File: config.mk
export PLATFORM = sky130hd
export DESIGN_NAME = swreg_page_bridge
export DESIGN_NICKNAME = d
export VERILOG_FILES = /design/src/rtl/swreg_page_bridge.sv
export SDC_FILE = /design/constraint.sdc
export NUM_CORES = 1
export LEC_CHECK = 0
export BUFFER_PORTS_ARGS = -buffer_cell sky130_fd_sc_hd__buf_2
export CORE_MARGIN = 5
export CORE_UTILIZATION = 50
export DETAILED_ROUTE_END_ITERATION = 10
export GPL_TIMING_DRIVEN = 0
export PLACE_DENSITY = 0.83
export SLEW_MARGIN = 20
export SYNTH_ARGS = -nofsm -noshare
export SYNTH_HDL_FRONTEND = slang
export SYNTH_SLANG_ARGS = --single-unit
File: constraint.sdc
create_clock -name clk -period 2.35 [get_ports clk]
set_clock_uncertainty 0.05 [all_clocks]
set_input_delay 0.1175 -clock clk [delete_from_list [all_inputs] [get_ports clk]]
set_output_delay 0.1175 -clock clk [all_outputs]
set_load 0.01 [all_outputs]
File: src/rtl/swreg_page_bridge.sv
module swreg_page_bridge #(
  parameter int              ADDR_W       = 19,
  parameter logic [4:0]      PAGE_PHY     = 5'h18,
  parameter logic [4:0]      PAGE_REG     = 5'h00,
  parameter logic [ADDR_W-1:0] SPECIAL_ADDR = 'h98
) (
  input  logic              clk,
  input  logic              rst_n,
  input  logic              req_valid,
  input  logic              req_write,
  input  logic [ADDR_W-1:0] req_addr,
  input  logic [31:0]       req_wdata,
  output logic              req_done,
  output logic [31:0]       req_rdata,
  output logic              mdio_start,
  output logic              mdio_write,
  output logic [4:0]        mdio_phy,
  output logic [4:0]        mdio_reg,
  output logic [15:0]       mdio_wdata,
  input  logic              mdio_busy,
  input  logic [15:0]       mdio_rdata
);

  localparam int LAST_STEP = 2;

  typedef enum logic [2:0] {S_IDLE, S_ISSUE, S_GAP, S_WAIT, S_DONE} state_t;

  state_t            state;
  logic [1:0]        step;
  logic [ADDR_W-1:0] addr_q;
  logic              wr_q;
  logic [31:0]       wdata_q;
  logic [31:0]       rdata_q;

  wire first_hi = wr_q && (addr_q != SPECIAL_ADDR);
  wire cur_hi   = (step == 2'd1) ? first_hi : !first_hi;
  wire is_page  = (step == 2'd0);

  assign mdio_start = (state == S_ISSUE);
  assign mdio_write = is_page || wr_q;
  assign mdio_phy   = is_page ? PAGE_PHY : {2'b10, addr_q[8:6]};
  assign mdio_reg   = is_page ? PAGE_REG : {addr_q[5:2], cur_hi};
  assign mdio_wdata = is_page ? 16'(addr_q >> 9)
                    : (cur_hi ? wdata_q[31:16] : wdata_q[15:0]);
  assign req_done   = (state == S_DONE);
  assign req_rdata  = rdata_q;

  always_ff @(posedge clk or negedge rst_n) begin
    if (!rst_n) begin
      state   <= S_IDLE;
      step    <= 2'd0;
      addr_q  <= '0;
      wr_q    <= 1'b0;
      wdata_q <= '0;
      rdata_q <= '0;
    end else begin
      case (state)
        S_IDLE: if (req_valid) begin
          addr_q  <= req_addr;
          wr_q    <= req_write;
          wdata_q <= req_wdata;
          step    <= 2'd0;
          state   <= S_ISSUE;
        end
        S_ISSUE: state <= S_GAP;
        S_GAP:   state <= S_WAIT;
        S_WAIT: if (!mdio_busy) begin
          if (!is_page && !wr_q) begin
            if (cur_hi) rdata_q[31:16] <= mdio_rdata;
            else        rdata_q[15:0]  <= mdio_rdata;
          end
          if (step == 2'(LAST_STEP)) state <= S_DONE;
          else begin
            step  <= step + 2'd1;
            state <= S_ISSUE;
          end
        end
        S_DONE:  state <= S_IDLE;
        default: state <= S_IDLE;
      endcase
    end
  end

  logic [1:0] starts_seen;
  always_ff @(posedge clk or negedge rst_n) begin
    if (!rst_n) starts_seen <= 2'd0;
    else if (state == S_IDLE) starts_seen <= 2'd0;
    else if (mdio_start) starts_seen <= starts_seen + 2'd1;
  end

  AST_THREE_TRANSFERS: assert property (@(posedge clk) disable iff (!rst_n)
    req_done |-> starts_seen == 2'd3);
  AST_DATA_PHY_RANGE: assert property (@(posedge clk) disable iff (!rst_n)
    (mdio_start && step != 2'd0) |-> mdio_phy[4:3] == 2'b10);
  AST_START_BUS_FREE: assert property (@(posedge clk) disable iff (!rst_n)
    mdio_start |-> !mdio_busy);
  AST_START_PULSE: assert property (@(posedge clk) disable iff (!rst_n)
    mdio_start |=> !mdio_start);
  AST_DONE_SINGLE: assert property (@(posedge clk) disable iff (!rst_n)
    req_done |=> !req_done);
  AST_HOLD_IN_SEQ: assert property (@(posedge clk) disable iff (!rst_n)
    (state != S_IDLE) |=> ($stable(addr_q) && $stable(wdata_q)));

endmodule

==> metrics.txt <==
number of hold violations in the final report=0; I/O pin total=133; outcome=finished, violations left; commonest register cell after synthesis=sky130_fd_sc_hd__dfrtp_1; register-to-register setup slack=~0.14 ns; Worst Reg-to-Reg Cells=8; width of the die=between 90 and 100 um; Mapped Cells=300; global placer's final weighted congestion=roughly 0.9; max_slew headroom=55.76%; global-route wire length before repair=~18 mm; total of max-cap violations=0; number of slew-limit violations in the final report=0; final cycle utilization of the critical path=102.9%; Min Hold Slack=~0.040 ns; proportion of netlist area held by the largest area contributor=56.06%; maximum cell stage delay along the critical path=around 0.40 ns; cells taking the most area after synthesis=sky130_fd_sc_hd__dfrtp_1 (56%), sky130_fd_sc_hd__mux2_2 (21%), sky130_fd_sc_hd__mux2_4 (3.8%), sky130_fd_sc_hd__nand3_1 (2.3%), sky130_fd_sc_hd__o21ai_0 (1.9%); worst min path class=input port to flip-flop; worst vdd ir=0.8050 mV; area growth from synthesis to layout=50.68%; initial antenna violation count=1; Cell variety after synth=37; post-synthesis instance area=3973 um^2; clock transition at the registers of the reported paths=about 0.090 ns; setup-violating endpoint count in the final report=9; net total in the final layout=601; launching element type of the critical path=flip-flop; Pre-Repair DR Iteration Count=4; smallest setup slack after layout=-0.06740 ns; critical register-to-register path endpoint=req_rdata[10]$_DFFE_PN0P_; final-layout fill cell count=around 460; signal arrival time at the worst endpoint=about 2.3 ns; DRC violations left=0; hold path startpoint=req_valid; Power Total=about 8 mW; Static Leak=2.836 nW; transition at the pin with the smallest max-transition slack=roughly 0.66 ns; async set-reset flop share out of synthesis=between 90% and 100%; antenna viol nets, final=0; cell depth of the worst min-delay path=3; RSZ-0062 raised after global routing=true; total number of vias=3355; largest net degree at the start of global routing=53; endpoint with the worst hold slack=state[0]$_DFFE_PN0P_; critical path required time=approximately 2.2 ns; CTS Buf Count=9; initial core utilization=around 50%; Core Util, Final=about 77%; fraction of layout instances using a drive strength above 1=57.25%; power density normalized to cell area=roughly 1300 nW/um^2; htree depth=3; cell type with the highest aggregate area in the netlist=sky130_fd_sc_hd__dfrtp_1; register bit total from synthesis=slightly below 90; number of global-route vias before repair=~3700; WP buf/inv=2; Vert. Die Dim=slightly below 100 um; count of input and output buffers=between 100 and 150; Total Routing Usage GR=around a quarter; Syn Nets=~380; time the final worst path needs with I/O delays and setup=around 2.4 ns; Post-Synthesis Mean Instance Area=about 13 um^2; TritonCTS clock tree=yes; violated checks=negative setup slack; Critical R2R Launch=step[0]$_DFFE_PN0P_; Largest delay share family, worst path=simple AND/OR/NAND/NOR gates; Detailed Place HPWL=about 7.1 mm; fmax=413.7 MHz; total number of placement rows=32; total congestion overflow after global routing=0; Seq/Total Area, Yosys=56.06%; total length of routed wires=about 12 mm; CORE AREA=7727 um^2; First DRT Iteration DRCs=107; Worst Setup End Kind=output pin; most frequently used cell type in the post-synthesis netlist=sky130_fd_sc_hd__dfrtp_1; Longest Clk Path Bufs=2; Worst Path Class, Setup=flip-flop to output pin; count of synthesis-stage warnings from yosys=0; routed wirelength normalized by instance count=18.68 um; ordered list of cells on the worst path=nor4_2 -> nand3_2 -> mux2i_4 -> buf_4 -> o21ai_0 -> a31oi_2 -> buf_2; Clock Sinks=between 80 and 90; Die Outline Area=slightly below 10000 um^2; largest fanout on the critical path=6; most used standard cells in the synthesized netlist=sky130_fd_sc_hd__dfrtp_1 (89), sky130_fd_sc_hd__mux2_2 (75), sky130_fd_sc_hd__nand3_1 (18); CTS root buffer=sky130_fd_sc_hd__clkbuf_8; number of synthesized flops with an enable pin=0; CP max-delay cell=sky130_fd_sc_hd__dfrtp_1; clock insertion delay at the later pin of the skew report=0.34 ns; Vias per Instance=5.292
layer usage:
layer,wire (um),track usage [%],vias up
met4,437,9.664,0
met3,635,4.769,38
li1,-,-,1527
met1,4347,26.38,1650
met2,6425,43.34,140
met5,0,0,-
sequential cells by signal, summed over array words and instances (netlist names):
| register | flops |
|---|---|
| req_rdata | 32 |
| state | 3 |
| step | 2 |
| wr_q | 1 |
| wdata_q | 32 |
| addr_q | 19 |
worst register-to-register path, cell delays in order, from the launching register on:
cell and delay, ns:
sky130_fd_sc_hd__dfrtp_1 0.40, sky130_fd_sc_hd__inv_1 0.11, sky130_fd_sc_hd__ha_2 0.25, sky130_fd_sc_hd__inv_1 0.13, sky130_fd_sc_hd__nand2_1 0.15, sky130_fd_sc_hd__or3_1 0.40, sky130_fd_sc_hd__buf_6 0.16, sky130_fd_sc_hd__buf_12 0.15
sky130_fd_sc_hd__mux2_4 0.29
metrics by stage:
step           instance area [um^2]  cells  worst slack (ns)  setup TNS [ns]
2_1_floorplan                  3973    300            0.3527               0
3_3_place_gp                   4756    533           0.05563               0
3_5_place_dp                   4778    534          -0.04093         -0.3123
4_1_cts                        5792    627           0.01090               0
5_1_grt                        5986    634           -0.1770          -1.822
6_report                       5986    634          -0.06740         -0.3034
final cells by class:
cell class / instances / area (um^2) / area share [%]
clock buffer: 9 / 123.9 / 2.069
clock inverter: 7 / 47.55 / 0.7943
multi-input combinational: 187 / 1805 / 30.16
buffer: 18 / 142.6 / 2.383
sequential: 89 / 2228 / 37.23
timing repair buffer: 215 / 1485 / 24.81
inverter: 6 / 22.52 / 0.3763
tap: 102 / 127.6 / 2.132
antenna: 1 / 2.502 / 0.04181
cells by family (layout without fill, tap and decap cells):
kind of cell / Yosys count / after routing / synth area share (%)
buffers and inverters: 24 / 255 / 3.496
DFF: 89 / 89 / 56.06
and+or+nand+nor: 56 / 56 / 8.126
AOI/OAI and AO/OA: 41 / 41 / 5.890
adders and majority gates: 3 / 3 / 0.9450
other: 1 / 2 / 0.09440
muxes: 86 / 86 / 25.39
power by group:
part	switching [mW]	internal, mW	total [mW]
Combinational	2.11	2.13	4.24
Sequential	0.559	2.30	2.86
Clock	0.542	0.382	0.924
Total	3.21	4.81	8.02
cell usage in the layout (no fill, tap or decap), types with 2 or more instances in the layout:
| cell | instances |
|---|---|
| sky130_fd_sc_hd__buf_2 | 136 |
| sky130_fd_sc_hd__dfrtp_1 | 88 |
| sky130_fd_sc_hd__mux2_2 | 74 |
| sky130_fd_sc_hd__dlygate4sd3_1 | 69 |
| sky130_fd_sc_hd__buf_4 | 15 |
| sky130_fd_sc_hd__nor2_1 | 14 |
| sky130_fd_sc_hd__mux2_4 | 11 |
| sky130_fd_sc_hd__nand3_1 | 11 |
| sky130_fd_sc_hd__o21ai_2 | 9 |
| sky130_fd_sc_hd__clkbuf_8 | 9 |
| sky130_fd_sc_hd__buf_6 | 8 |
| sky130_fd_sc_hd__nand3_2 | 7 |
| sky130_fd_sc_hd__nor2b_1 | 7 |
| sky130_fd_sc_hd__o21ai_0 | 6 |
| sky130_fd_sc_hd__inv_1 | 5 |
| sky130_fd_sc_hd__a31oi_1 | 5 |
| sky130_fd_sc_hd__a31oi_2 | 5 |
| sky130_fd_sc_hd__a21oi_2 | 4 |
| sky130_fd_sc_hd__o21ai_1 | 4 |
| sky130_fd_sc_hd__a21oi_1 | 3 |
| sky130_fd_sc_hd__nand2_1 | 3 |
| sky130_fd_sc_hd__clkinv_2 | 3 |
| sky130_fd_sc_hd__clkbuf_2 | 2 |
| sky130_fd_sc_hd__buf_12 | 2 |
| sky130_fd_sc_hd__clkinvlp_4 | 2 |
| sky130_fd_sc_hd__clkinv_4 | 2 |
worst max-delay path by stage:
stage | slack (ns) | depth (start not counted) | startpoint | end
CTS | 0.01 | 7 | addr_q[2]$_DFFE_PN0P_ | mdio_wdata[2]
finish | -0.07 | 7 | addr_q[0]$_DFFE_PN0P_ | mdio_wdata[5]
global route | -0.18 | 7 | addr_q[17]$_DFFE_PN0P_ | mdio_wdata[0]
floorplan | 0.35 | 7 | step[0]$_DFFE_PN0P_ | req_rdata[21]$_DFFE_PN0P_
detailed placement | -0.04 | 7 | step[0]$_DFFE_PN0P_ | req_rdata[28]$_DFFE_PN0P_
global placement | 0.06 | 7 | step[0]$_DFFE_PN0P_ | req_rdata[29]$_DFFE_PN0P_
repair_timing:
action	CTS	global route
gates resized for setup	18	48
hold buffers	69	0
pin swaps	3	21
cloned	1	0
buffers inserted	7	6
hold endpoints to repair	135	0
endpoints found under the setup margin	27	35
(Power assumes the default switching activity.)
